--- src/rtl/mp_pkg.sv ---
package mp_pkg;
  typedef enum logic [1:0] {CL_BIND, CL_DROP, CL_XLATE, CL_PLAIN} mp_cls_e;
  typedef enum logic [1:0] {S_IDLE, S_LOOK, S_SEND, S_POP} mp_state_e;
endpackage

--- src/rtl/mp_classify.sv ---
module mp_classify #(
  parameter int METHOD_W = 13,
  parameter int unsigned ENG_BASE = 'h100,
  parameter int unsigned OBJ_LO = 'h180,
  parameter int unsigned OBJ_HI = 'h1FC
) (
  input  logic [METHOD_W-1:0] method,
  output mp_pkg::mp_cls_e     cls
);
  logic [31:0] m32;
  assign m32 = 32'(method);

  always_comb begin
    if (m32 == 32'd0)                       cls = mp_pkg::CL_BIND;
    else if (m32 < ENG_BASE)                cls = mp_pkg::CL_DROP;
    else if (m32 >= OBJ_LO && m32 <= OBJ_HI) cls = mp_pkg::CL_XLATE;
    else                                    cls = mp_pkg::CL_PLAIN;
  end
endmodule

--- src/rtl/mp_bind_table.sv ---
module mp_bind_table #(
  parameter int SUB_W = 3,
  parameter int ENG_W = 2,
  localparam int NUM_SUB = 1 << SUB_W,
  localparam int BIND_W = NUM_SUB * ENG_W
) (
  input  logic              clk,
  input  logic              rst,
  input  logic              wr_en,
  input  logic [BIND_W-1:0] wr_data,
  input  logic              upd_en,
  input  logic [SUB_W-1:0]  upd_sub,
  input  logic [ENG_W-1:0]  upd_eng,
  input  logic [SUB_W-1:0]  rd_sub,
  output logic [ENG_W-1:0]  rd_eng,
  output logic [BIND_W-1:0] packed_q
);
  for (genvar i = 0; i < NUM_SUB; i++) begin : g_slot
    logic [ENG_W-1:0] slot_q;
    always_ff @(posedge clk) begin
      if (rst)                                    slot_q <= '0;
      else if (wr_en)                             slot_q <= wr_data[i*ENG_W +: ENG_W];
      else if (upd_en && upd_sub == SUB_W'(i))    slot_q <= upd_eng;
    end
    assign packed_q[i*ENG_W +: ENG_W] = slot_q;
  end

  assign rd_eng = packed_q[rd_sub*ENG_W +: ENG_W];


  bind_write_chk: assert property (@(posedge clk) disable iff (rst)
    wr_en |=> packed_q == $past(wr_data));


  bind_update_chk: assert property (@(posedge clk) disable iff (rst)
    (upd_en && !wr_en) |=> packed_q[$past(upd_sub)*ENG_W +: ENG_W] == $past(upd_eng));
endmodule

--- src/rtl/method_puller.sv ---
module method_puller #(
  parameter int METHOD_W = 13,
  parameter int DATA_W = 32,
  parameter int SUB_W = 3,
  parameter int ENG_W = 2,
  parameter int CHAN_W = 5,
  parameter int unsigned ENG_BASE = 'h100,
  parameter int unsigned OBJ_LO = 'h180,
  parameter int unsigned OBJ_HI = 'h1FC,
  localparam int BIND_W = (1 << SUB_W) * ENG_W
) (
  input  logic                clk,
  input  logic                rst,
  input  logic                pull_en,
  input  logic [CHAN_W-1:0]   chan_id,
  input  logic                cmd_valid,
  input  logic [METHOD_W-1:0] cmd_method,
  input  logic [SUB_W-1:0]    cmd_sub,
  input  logic [DATA_W-1:0]   cmd_param,
  output logic                cmd_pop,
  output logic                lk_req,
  output logic [DATA_W-1:0]   lk_handle,
  input  logic                lk_ack,
  input  logic                lk_hit,
  input  logic [CHAN_W-1:0]   lk_chan,
  input  logic [ENG_W-1:0]    lk_engine,
  input  logic [DATA_W-1:0]   lk_instance,
  output logic                eng_valid,
  input  logic                eng_ready,
  output logic [ENG_W-1:0]    eng_sel,
  output logic [SUB_W-1:0]    eng_sub,
  output logic [METHOD_W-1:0] eng_method,
  output logic [DATA_W-1:0]   eng_param,
  input  logic                bind_we,
  input  logic [BIND_W-1:0]   bind_wdata,
  output logic [BIND_W-1:0]   bind_rdata,
  output logic [ENG_W-1:0]    last_engine,
  output logic                lookup_err
);
  import mp_pkg::*;

  mp_state_e           st;
  mp_cls_e             head_cls, cls_q;
  logic [METHOD_W-1:0] meth_q;
  logic [SUB_W-1:0]    sub_q;
  logic [DATA_W-1:0]   par_q;
  logic [ENG_W-1:0]    eng_q, head_eng;
  logic                lk_ok, bind_upd;

  mp_classify #(.METHOD_W(METHOD_W), .ENG_BASE(ENG_BASE), .OBJ_LO(OBJ_LO), .OBJ_HI(OBJ_HI))
    u_cls (.method(cmd_method), .cls(head_cls));

  assign lk_ok    = lk_hit && (lk_chan == chan_id);
  assign bind_upd = (st == S_LOOK) && lk_ack && lk_ok && (cls_q == CL_BIND);

  mp_bind_table #(.SUB_W(SUB_W), .ENG_W(ENG_W)) u_bind (
    .clk(clk), .rst(rst),
    .wr_en(bind_we), .wr_data(bind_wdata),
    .upd_en(bind_upd), .upd_sub(sub_q), .upd_eng(lk_engine),
    .rd_sub(cmd_sub), .rd_eng(head_eng),
    .packed_q(bind_rdata));

  always_ff @(posedge clk) begin
    if (rst) begin
      st          <= S_IDLE;
      cls_q       <= CL_PLAIN;
      meth_q      <= '0;
      sub_q       <= '0;
      par_q       <= '0;
      eng_q       <= '0;
      last_engine <= '0;
      lookup_err  <= 1'b0;
    end else begin
      case (st)
        S_IDLE: if (pull_en && cmd_valid) begin
          meth_q <= cmd_method;
          sub_q  <= cmd_sub;
          par_q  <= cmd_param;
          eng_q  <= head_eng;
          cls_q  <= head_cls;
          case (head_cls)
            CL_BIND, CL_XLATE: st <= S_LOOK;
            CL_DROP:           st <= S_POP;
            default:           st <= S_SEND;
          endcase
        end
        S_LOOK: if (lk_ack) begin
          if (!lk_ok) begin
            lookup_err <= 1'b1;
            st         <= S_POP;
          end else begin
            par_q <= lk_instance;
            if (cls_q == CL_BIND) eng_q <= lk_engine;
            st <= S_SEND;
          end
        end
        S_SEND: if (eng_ready) begin
          last_engine <= eng_q;
          st          <= S_POP;
        end
        default: st <= S_IDLE;
      endcase
    end
  end

  assign cmd_pop    = (st == S_POP);
  assign lk_req     = (st == S_LOOK);
  assign lk_handle  = par_q;
  assign eng_valid  = (st == S_SEND);
  assign eng_sel    = eng_q;
  assign eng_sub    = sub_q;
  assign eng_method = meth_q;
  assign eng_param  = par_q;


  pull_gate_chk: assert property (@(posedge clk) disable iff (rst)
    (st == S_IDLE && !pull_en) |=> (st == S_IDLE));


  no_low_dispatch_chk: assert property (@(posedge clk) disable iff (rst)
    eng_valid |-> (eng_method == '0 || 32'(eng_method) >= ENG_BASE));


  err_sticky_chk: assert property (@(posedge clk) disable iff (rst)
    lookup_err |=> lookup_err);


  last_engine_chk: assert property (@(posedge clk) disable iff (rst)
    (eng_valid && eng_ready) |=> last_engine == $past(eng_sel));


  hold_while_stalled_chk: assert property (@(posedge clk) disable iff (rst)
    (eng_valid && !eng_ready) |=> eng_valid && $stable(eng_param) && $stable(eng_sel)
                                  && $stable(eng_method) && $stable(eng_sub));


  pop_single_chk: assert property (@(posedge clk) disable iff (rst)
    cmd_pop |=> !cmd_pop);


  lookup_hold_chk: assert property (@(posedge clk) disable iff (rst)
    (lk_req && !lk_ack) |=> lk_req && $stable(lk_handle));
endmodule

--- config.mk ---
export PLATFORM = sky130hd
export DESIGN_NAME = method_puller
export DESIGN_NICKNAME = d
export VERILOG_FILES = /design/src/rtl/mp_pkg.sv /design/src/rtl/mp_classify.sv /design/src/rtl/mp_bind_table.sv /design/src/rtl/method_puller.sv
export SDC_FILE = /design/constraint.sdc
export NUM_CORES = 1
export LEC_CHECK = 0
export BUFFER_PORTS_ARGS = -buffer_cell sky130_fd_sc_hd__buf_2
export CAP_MARGIN = 20
export CORE_UTILIZATION = 41
export CTS_CLUSTER_SIZE = 24
export DETAILED_ROUTE_END_ITERATION = 8
export PLACE_DENSITY = 0.82
export SLEW_MARGIN = 20
export SYNTH_ARGS = -nofsm -noshare
export SYNTH_HDL_FRONTEND = slang
export SYNTH_HIERARCHICAL = 1
export SYNTH_SLANG_ARGS = --single-unit
--- constraint.sdc ---
create_clock -name clk -period 2.2 [get_ports clk]
set_input_delay 0.11 -clock clk [delete_from_list [all_inputs] [get_ports clk]]
set_output_delay 0.11 -clock clk [all_outputs]
set_load 0.05 [all_outputs]
==> results.json <==
{
  "clk_latency_ns": 0.34,
  "grt_pass1_wl_mm": 17.4,
  "power.total_mw": 4.99,
  "coreArea_mm2": 0.00973,
  "dp_hpwl_mm": 8.83,
  "p_leak_nw": 2.73,
  "die-area_mm2": 0.0104,
  "crit_path_max_fanout": 32,
  "cellPowerDensity_mw_per_mm2": 947,
  "postLayoutCellArea_mm2": 0.00528,
  "cts_max_level": 3,
  "synth_area_leader_cell": "dfxtp_1",
  "avgRoutedWirePerCell_um": 15.1,
  "first_pass_iters": 4,
  "cts_resized": 0,
  "wirelength_mm": 11.7,
  "synthTopCellsByCount": "108 x nand2_1, 73 x dfxtp_1, 48 x mux2i_1",
  "clock.fmax_mhz": 513,
  "crit_required_ns": 2.47,
  "synth_edf_count": 0,
  "utilization": 0.542,
  "final_nets": 755,
  "rsz0062_at_grt": "no",
  "place_worst_setup_slack_ns": 0.148,
  "antenna_found_initial": 1,
  "area_delta_synth_final_pct": 28.3,
  "root_buffer": "clkbuf_8",
  "setup_slack_ns": 0.252,
  "endpoint": "eng_param[3]",
  "grt_pass1_vias": 3647,
  "setup_viol": 0,
  "drive_gt1_frac": 0.448,
  "drc_errors": 0,
  "tightest_slew_ns": 0.811,
  "whs_path_depth": 3,
  "cts.path.max_buffers": 2,
  "rrSetupSlack_ns": 0.25,
  "netlist_instances": 460,
  "critPathLaunch": "st[0]",
  "dr_total_vias": 3996,
  "skew_ns": 0.0126,
  "track_usage": 0.217,
  "ys.flop_type": "dfxtp_1",
  "synth-warning-count": 6,
  "regToRegStartpoint": "st[0]",
  "peakVddDrop_mv": 0.445,
  "endpoint_kind": "flop",
  "critPathLaunchType": "flop",
  "grt_overflow_total": 0,
  "postCtsHoldBufs": 1,
  "fin_crit_sh": 0.886,
  "r2r_cells": 7,
  "fillCellCount": 912,
  "die_w_um": 102,
  "hold_class": "primary input to flop",
  "via_per_inst": 5.16,
  "yosysTopAreaCellShare": 0.355,
  "slew_violations": 0,
  "place_area_mm2": 0.00509,
  "layout_min_cycle_time_ns": 1.95,
  "hold_violations": 0,
  "drtIter0Drc": 120,
  "relSlewSlack": 0.459,
  "chipHeight_um": 102,
  "seq_area_frac_synth": 0.355,
  "synth.most_common_cell": "nand2_1",
  "rows": 36,
  "cts_tree": "built",
  "top_level_ports": 220,
  "synth_area_mm2": 0.00411,
  "syn_area_per_cell_um2": 8.94,
  "crit_type": "flop to flop",
  "tns_ns": 0,
  "yosys-top-cells-area": "dfxtp_1 36%, mux2i_1 12%, nand2_1 9.9%",
  "synth.distinct_cells": 45,
  "synth_nets": 580,
  "async_flop_share": 0,
  "arrival_ns": 2.21,
  "place.gp.congestion": 0.809,
  "ys_ff_latch": 73,
  "port_buffers": 219,
  "drtAntennaViolNets": 0,
  "post_cts_buffers": 0,
  "grt_max_degree": 44,
  "maxCapViolCount": 0,
  "r2r_end": "eng_param[3]",
  "cts_made_buffers": 9,
  "numClockSinks": 73,
  "clk_pin_slew_ns": 0.08,
  "status": "finished, final reports clean",
  "start_util": 0.423
}
-- critical path, stage by stage, from the launching register on --
cell and delay (ns):
dfxtp_1 0.36, inv_1 0.10, ha_1 0.22, a21bo_1 0.24, and3_1 0.24, a21oi_4 0.19
buf_12 0.25, mux2i_1 0.24
-- per-stage QoR --
step                hold WS (ns)  std cells
floorplan                  0.246        460
global placement           0.370        756
detailed placement         0.378        756
CTS                      0.00322        772
global route             0.00662        773
finish                    0.0211        775
-- metal layers --
layer	routed length [µm]	global-route usage	up-vias
li1	-	-	1945
met1	4500	0.230	1866
met2	6180	0.397	171
met3	868	0.0711	14
met4	158	0.0813	0
met5	0	0	-
-- worst min path at each step --
stage / slack, ns / startpoint / endpoint
final: 0.02 / cmd_method[12] / eng_method[12]
after global routing: 0.007 / cmd_method[11] / eng_method[11]
after CTS: 0.003 / cmd_method[12] / eng_method[12]
after detailed placement: 0.38 / cmd_method[10] / eng_method[10]
after global placement: 0.37 / cmd_method[10] / eng_method[10]
after floorplan: 0.25 / cmd_method[0] / eng_method[0]
-- state kept, by name, indices dropped and copies added (netlist names) --
| signal | count |
|---|---|
| lookup_err | 1 |
| eng_method | 13 |
| st | 2 |
| u_bind/g_slot.slot_q | 16 |
| last_engine | 2 |
| cls_q | 2 |
| eng_param | 32 |
| eng_sel | 2 |
| eng_sub | 3 |
-- layout make-up --
type / instances / area [µm²] / area share
Multi-Input combinational cell: 318 / 2260 / 0.428
Sequential cell: 73 / 1460 / 0.277
Timing Repair Buffer: 227 / 1200 / 0.227
Tap cell: 133 / 166 / 0.0315
Clock buffer: 12 / 145 / 0.0275
Inverter: 6 / 22.5 / 0.00427
Clock inverter: 3 / 17.5 / 0.00332
Antenna cell: 3 / 7.51 / 0.00142
-- power breakdown --
part           leakage, nW  switching, mW  internal [mW]
Sequential           0.598          0.165           1.51
Combinational         2.05           1.65          0.744
Clock               0.0822          0.498          0.432
Total                 2.73           2.31           2.68
-- kinds of logic (layout without fill, tap and decap cells) --
family,count (synthesis),after routing,synth area share
muxes,86,86,0.236
buffers and inverters,69,248,0.101
and+or+nand+nor,163,163,0.185
xor gates and xnor gates,5,5,0.0107
AOI/OAI and AO/OA,60,60,0.100
DFF,73,73,0.355
adders and majority gates,4,4,0.0122
other,0,3,0
-- layout by cell type, fill, tap and decap left out, types with 4 or more instances in the layout --
cell type and count:
buf_4 4, mux2i_1 48, nand3_1 9, nor4_1 4, mux2_2 34, a21oi_1 22, dfxtp_1 73, o21ai_0 7
nand2_1 108, o311a_1 6, xor2_1 4, clkbuf_8 10, a211oi_1 8, buf_2 219, inv_1 5, mux4_1 4
nor3_1 14, nor2_1 6
Note: power is estimated with default switching activity, not from simulation.
